<file path="src/rtl/bic_pkg.sv">
package bic_pkg;
  localparam int BANK_W = 32;
  localparam int NBANK  = 2;
  localparam int NLINES = BANK_W * NBANK;
  localparam int IDX_W  = $clog2(NLINES);
  localparam int ADDR_W = 6;

  typedef enum logic [1:0] {
    REG_EVENT  = 2'd0,
    REG_ENABLE = 2'd1,
    REG_ACK    = 2'd2,
    REG_LEVEL  = 2'd3
  } reg_sel_e;

  // value of address bits [5:4] that selects a bank's register window
  function automatic logic [1:0] bank_window(input int b);
    return (b == 0) ? 2'b10 : 2'b01;
  endfunction
endpackage

</file>
<file path="src/rtl/bic_sync.sv">
module bic_sync #(
  parameter int WIDTH  = 64,
  parameter int STAGES = 2
) (
  input  logic             clk,
  input  logic             rst,
  input  logic [WIDTH-1:0] d,
  output logic [WIDTH-1:0] q
);
  logic [WIDTH-1:0] stage_q [STAGES];

  for (genvar s = 0; s < STAGES; s++) begin : g_stage
    always_ff @(posedge clk) begin
      if (rst) stage_q[s] <= '0;
      else if (s == 0) stage_q[s] <= d;
      else stage_q[s] <= stage_q[(s == 0) ? 0 : s-1];
    end
  end

  assign q = stage_q[STAGES-1];
endmodule

</file>
<file path="src/rtl/bic_bank.sv">
module bic_bank #(
  parameter int          LINES      = 32,
  parameter logic [31:0] LEVEL_MASK = 32'h0
) (
  input  logic             clk,
  input  logic             rst,
  input  logic [LINES-1:0] lvl,
  input  logic             en_we,
  input  logic             ack_we,
  input  logic [LINES-1:0] wdata,
  output logic [LINES-1:0] ev_q,
  output logic [LINES-1:0] en_q,
  output logic [LINES-1:0] pend
);
  logic [LINES-1:0] prev_q;
  logic [LINES-1:0] set_bits;
  logic [LINES-1:0] ack_bits;

  assign set_bits = lvl & ~prev_q & en_q;
  assign ack_bits = ack_we ? wdata : '0;

  always_ff @(posedge clk) begin
    if (rst) begin
      prev_q <= '0;
      en_q   <= '0;
      ev_q   <= '0;
    end else begin
      prev_q <= lvl;
      if (en_we) en_q <= wdata;
      // a fresh edge wins over a simultaneous acknowledge
      ev_q <= (ev_q & ~ack_bits) | set_bits;
    end
  end

  assign pend = (ev_q | (lvl & LEVEL_MASK[LINES-1:0])) & en_q;

  // an event only appears on a line that was enabled
  assert_no_set_disabled_R3: assert property (@(posedge clk) disable iff (rst)
    1'b1 |=> ((ev_q & ~$past(ev_q) & ~$past(en_q)) == '0));

  // acknowledged bits are cleared unless a new edge arrived with the ack
  assert_ack_clears_R4: assert property (@(posedge clk) disable iff (rst)
    ack_we |=> ((ev_q & $past(ack_bits & ~(lvl & ~prev_q))) == '0));
endmodule

</file>
<file path="src/rtl/bic_prio.sv">
module bic_prio #(
  parameter int N = 64,
  parameter int W = $clog2(N)
) (
  input  logic         clk,
  input  logic         rst,
  input  logic [N-1:0] pend,
  output logic         found,
  output logic [W-1:0] idx
);
  always_comb begin
    found = 1'b0;
    idx   = '0;
    for (int i = 0; i < N; i++) begin
      if (pend[i]) begin
        found = 1'b1;
        idx   = W'(i);
      end
    end
  end

  // chosen line is pending and no higher line is pending
  assert_top_choice_R8: assert property (@(posedge clk) disable iff (rst)
    found |-> ((pend >> idx) == N'(1)));
endmodule

</file>
<file path="src/rtl/banked_irq_ctrl.sv">
module banked_irq_ctrl
  import bic_pkg::*;
#(
  parameter logic [31:0] LVL_MASK_LO = 32'h3ff0_0000,
  parameter logic [31:0] LVL_MASK_HI = 32'h0000_0000,
  parameter int          SYNC_STAGES = 2
) (
  input  logic              clk,
  input  logic              rst,
  input  logic [ADDR_W-1:0] bus_addr,
  input  logic              bus_wr,
  input  logic [BANK_W-1:0] bus_wdata,
  input  logic              bus_rd,
  output logic [BANK_W-1:0] bus_rdata,
  input  logic [NLINES-1:0] irq_lines,
  output logic              irq_req,
  output logic [IDX_W:0]    irq_vec
);
  logic [NLINES-1:0] lvl_s;
  logic [NLINES-1:0] pend_all;
  logic [BANK_W-1:0] ev_b  [NBANK];
  logic [BANK_W-1:0] en_b  [NBANK];
  logic [NBANK-1:0]  hit;
  reg_sel_e          sel;
  logic              found;
  logic [IDX_W-1:0]  idx;
  logic [BANK_W-1:0] rd_mux;

  assign sel = reg_sel_e'(bus_addr[3:2]);

  bic_sync #(.WIDTH(NLINES), .STAGES(SYNC_STAGES)) sync_i (
    .clk(clk), .rst(rst), .d(irq_lines), .q(lvl_s)
  );

  for (genvar b = 0; b < NBANK; b++) begin : g_bank
    localparam logic [31:0] MASK = (b == 0) ? LVL_MASK_LO : LVL_MASK_HI;
    assign hit[b] = (bus_addr[5:4] == bank_window(b));
    bic_bank #(.LINES(BANK_W), .LEVEL_MASK(MASK)) bank_i (
      .clk   (clk),
      .rst   (rst),
      .lvl   (lvl_s[b*BANK_W +: BANK_W]),
      .en_we (bus_wr && hit[b] && sel == REG_ENABLE),
      .ack_we(bus_wr && hit[b] && sel == REG_ACK),
      .wdata (bus_wdata),
      .ev_q  (ev_b[b]),
      .en_q  (en_b[b]),
      .pend  (pend_all[b*BANK_W +: BANK_W])
    );
  end

  bic_prio #(.N(NLINES), .W(IDX_W)) prio_i (
    .clk(clk), .rst(rst), .pend(pend_all), .found(found), .idx(idx)
  );

  always_comb begin
    rd_mux = '0;
    for (int b = 0; b < NBANK; b++) begin
      if (hit[b]) begin
        case (sel)
          REG_EVENT:  rd_mux = ev_b[b];
          REG_ENABLE: rd_mux = en_b[b];
          REG_LEVEL:  rd_mux = lvl_s[b*BANK_W +: BANK_W];
          default:    rd_mux = '0;
        endcase
      end
    end
  end

  always_ff @(posedge clk) begin
    if (rst) begin
      bus_rdata <= '0;
      irq_req   <= 1'b0;
      irq_vec   <= '0;
    end else begin
      if (bus_rd) bus_rdata <= rd_mux;
      irq_req <= found;
      irq_vec <= found ? {1'b1, idx} : '0;
    end
  end

  // valid flag of the vector tracks the request output
  assert_vec_valid_R7: assert property (@(posedge clk) disable iff (rst)
    irq_req == irq_vec[IDX_W]);

  // an idle vector carries no line number
  assert_idle_vec_zero_R7: assert property (@(posedge clk) disable iff (rst)
    !irq_req |-> (irq_vec == '0));
endmodule

</file>
<file path="config.mk">
export PLATFORM = sky130hd
export DESIGN_NAME = banked_irq_ctrl
export DESIGN_NICKNAME = d
export VERILOG_FILES = /design/src/rtl/bic_pkg.sv /design/src/rtl/bic_sync.sv /design/src/rtl/bic_bank.sv /design/src/rtl/bic_prio.sv /design/src/rtl/banked_irq_ctrl.sv
export SDC_FILE = /design/constraint.sdc
export NUM_CORES = 1
export LEC_CHECK = 0
export ABC_AREA = 1
export BUFFER_PORTS_ARGS = -buffer_cell sky130_fd_sc_hd__buf_2
export CAP_MARGIN = 20
export CORE_ASPECT_RATIO = 1.25
export CORE_MARGIN = 2
export CORE_UTILIZATION = 53
export CTS_CLUSTER_DIAMETER = 80
export DETAILED_ROUTE_END_ITERATION = 10
export MAX_ROUTING_LAYER = met4
export PLACE_DENSITY = 0.88
export SLEW_MARGIN = 20
export SYNTH_ARGS = -nofsm -noshare
export SYNTH_HDL_FRONTEND = slang
export SYNTH_SLANG_ARGS = --single-unit
export TNS_END_PERCENT = 30
</file>
<file path="constraint.sdc">
create_clock -name clk -period 3.06 [get_ports clk]
set_input_delay 0.306 -clock clk [delete_from_list [all_inputs] [get_ports clk]]
set_output_delay 0.306 -clock clk [all_outputs]
set_load 0.1 [all_outputs]
</file>
==> results by group <==
Synth
  • FFs w/ async S/R, synth: 0%
  • Post-Syn Area: 0.0138 mm^2
  • Area leader, netlist: dfxtp_1
  • Main synth FF type: dfxtp_1
  • Post-Syn Area per Cell: 7.50 um^2
  • Netlist cell types: 36
  • Post-synth EDFFs: 0
  • Syn Nets: 1945
  • Cells after Synth: 1839
  • Register area share after synthesis: 52.1%
  • Top cells by area, synth: dfxtp_1 (52%), nor2_1 (9.4%), inv_1 (8.0%), nand2_1 (7.6%), a21oi_1 (5.1%)
  • YS warnings: 0
  • Post-synth top area share: 52.1%
  • Yosys reg bits: 359

Run status
  • Status: complete, but fails checks
  • Failing checks: negative setup slack

STA
  • Worst hold margin: 0.00734 ns
  • Final Max Tran Viols: 0
  • Worst slew pin tran: 0.759 ns
  • Final Hold Viols: 0
  • Final WS setup: -0.736 ns
  • Unrepaired setup endpoints after global routing: true
  • Fmax: 263 MHz
  • Worst relative slew slack: 49.4%
  • Layout Skew: 0.0181 ns
  • Final setup vio count: 1
  • Min cycle time layout: 3.80 ns
  • Final worst-path cycle share: 124%

Placement
  • IO buf count: 143
  • Dpl cells: 2284
  • Cell Area, Placed: 0.0150 mm^2
  • Gp weighted congestion: 0.926
  • Final HPWL DP: 23.2 mm

Cells and area
  • # fillers: 2083
  • FF/Latch Area: 0.00719 mm^2
  • Multi-input logic area: 0.00516 mm^2
  • Cell area after layout: 0.0166 mm^2
  • Layout cells sized above 1: 14.7%
  • Finished Layout Cells: 2392
  • P&R area growth vs syn: 20.6%
  • # nets final: 2132

CTS
  • CTS tree: built
  • Clock Latency Late Sink: 0.52 ns
  • CTS Buffer Depth: 3
  • Num CTS Buffers: 35
  • H-tree Lvls: 2
  • CTS Sinks: 359
  • Clk pin slew, worst setup/hold paths: 0.06 ns
  • CTS root buffer: clkbuf_16

Worst setup path
  • Req. time, crit path: 3.44 ns
  • WP data arrival: 4.17 ns
  • Slowest-stage cell, CP: dfxtp_2
  • Critical path class: reg2reg
  • Cell family with most CP delay: simple AND/OR/NAND/NOR gates
  • CP endpoint kind: flop
  • Startpoint Class: flop
  • CP peak stage delay: 0.32 ns
  • Reg2reg start: g_bank[0].bank_i.en_q[1]
  • Critical Path Source: g_bank[0].bank_i.en_q[1]
  • CP dominant cell by count: nand2_1
  • CP bufs+invs: 1
  • Largest fanout on the critical path: 2

Global routing
  • Initial antenna violation count: 2
  • Total GRT Usage: 27.3%
  • Vias in the first global route: 12300
  • First-pass GRT wire length: 58.8 mm
  • Total gr overflow: 0
  • Largest net degree at the start of global routing: 148

Power and ir drop
  • Reg power frac: 49.0%
  • Sw Ratio: 23.9%
  • Int Power: 7590 uW
  • PwrDens: 599 mW/mm^2
  • Total Power Consumption: 9970 uW
  • Highest ir drop seen on vdd: 0.000360 V
  • Psw: 2380 uW
  • Clock power frac: 43.0%
  • Logic pwr share: 8.0%
  • Leakage power: 0.00792 uW

Detailed routing
  • DR pass1 iterations: 6
  • Post-DRT Antenna Nets: 0
  • Wirelength per Cell: 15.4 um
  • Via density: 5.32
  • Final wirelength: 36.8 mm
  • Iter 0 DRT Violations: 1269
  • Via count: 12700
  • Residual DRC count: 0

Die
  • Core Region: 0.0258 mm^2
  • Io pins: 146
  • DIE WIDTH: 148 um
  • Initial Util: 53.4%
  • Die Height: 184 um
  • # rows: 66
  • Die area: 0.0273 mm^2

Min path
  • Hold crit path type: in2reg
  • Min-delay src: irq_lines[11]

Flow run
  • Max Cap Violations: 0
==> final cells by class <==
class	instances	area share, %
timing repair buffer	238	9.60
inverter	300	6.77
antenna	2	0.0301
multi-input combinational	1092	31.0
clock buffer	50	6.02
tap	340	2.56
clock inverter	11	0.804
sequential	359	43.2
==> synth_stat cells, types with 12 or more instances <==
| cell | count |
|---|---|
| o21ai_1 | 85 |
| a21oi_1 | 141 |
| nand2_1 | 281 |
| o211ai_1 | 33 |
| dfxtp_1 | 359 |
| clkbuf_1 | 76 |
| o21ai_0 | 92 |
| nand2_2 | 17 |
| o221ai_1 | 20 |
| inv_1 | 293 |
| nor2_1 | 346 |
| a221oi_1 | 16 |
| nand2_4 | 12 |
==> layout by cell type (no fill, tap or decap), types with 3 or more instances in the layout <==
master / count
clkbuf_8: 8
bufinv_16: 3
buf_4: 47
inv_2: 7
o21ai_4: 3
buf_12: 4
nor2_1: 344
a31oi_1: 4
nand2_4: 12
o21ai_2: 3
nand2_1: 276
clkinv_2: 8
nand4_1: 3
nand2_2: 22
dlygate4sd3_1: 44
o22ai_1: 6
buf_2: 142
a21oi_1: 141
o21ai_0: 92
o211ai_1: 33
clkbuf_1: 8
inv_1: 292
nand3_1: 5
clkbuf_16: 35
o221ai_1: 20
a221o_1: 10
a221oi_1: 16
dfxtp_1: 357
o21ai_1: 85
==> power by group through the flow <==
stage	sequential (uW)	clock (uW)	combinational (uW)
after floorplan	5140	0	342
after global placement	4980	0	723
after detailed placement	4990	0	733
after CTS	4880	4330	783
after global routing	4900	4500	862
final	4890	4290	793
==> cell families (layout without fill, tap and decap cells) <==
| kind of cell | Yosys count | after routing | synth area share, % |
|---|---|---|---|
| simple gates | 671 | 671 | 19.5 |
| compound gates | 421 | 421 | 17.8 |
| buf+inv | 388 | 599 | 10.6 |
| flops | 359 | 359 | 52.1 |
| other cells | 0 | 2 | 0 |
==> flip-flops by register name, summed over array words and instances, names as in the netlist <==
name,cells
bus_rdata,32
g_bank.bank_i.en_q,64
g_bank.bank_i.ev_q,64
g_bank.bank_i.prev_q,64
irq_req,1
irq_vec,6
sync_i.stage_q,128
==> repair_timing <==
action | 4_1_cts | 5_1_grt
buffers inserted | 1 | 0
endpoints found under the setup margin | 1 | 1
hold buffers | 44 | 0
pin swaps | 1 | 1
gates resized for setup | 0 | 4
hold endpoints to repair | 44 | 0
==> layer usage <==
layer  vias to the layer above  global-route usage [%]  wire length [um]
met5                         -                       -                 0
met4                         0                    13.6              1780
met3                       152                    5.20              3300
met2                       634                    44.5             17300
met1                      5778                    32.4             14300
li1                       6153                       -                 -
==> final timing paths <==
kind,end,slack (ns),cells after the start
worst max-delay path,irq_vec[0],-0.74,62
worst min register to register,sync_i.stage_q[1][59],0.40,2
worst max register to register,irq_vec[0],-0.74,62
worst min-delay path,sync_i.stage_q[0][11],0.007,3
==> per-stage QoR <==
stage | setup WS, ns | utilization (%) | TNS (ns)
2_1_floorplan | -0.0274 | - | -0.0274
4_1_cts | -0.676 | 64.3 | -0.676
6_report | -0.736 | 64.4 | -0.736
3_5_place_dp | -0.584 | 58.2 | -0.584
5_1_grt | -1.42 | 64.4 | -1.42
3_3_place_gp | -0.520 | 58.2 | -0.520
==> worst register-to-register path: cells and delay by family (launching register included) <==
kind	cells	cell delay, ns
simple gates	60	3.21
flops	1	0.32
buf+inv	1	0.06
compound gates	1	0.05
Power figures use the tool's default switching activity.
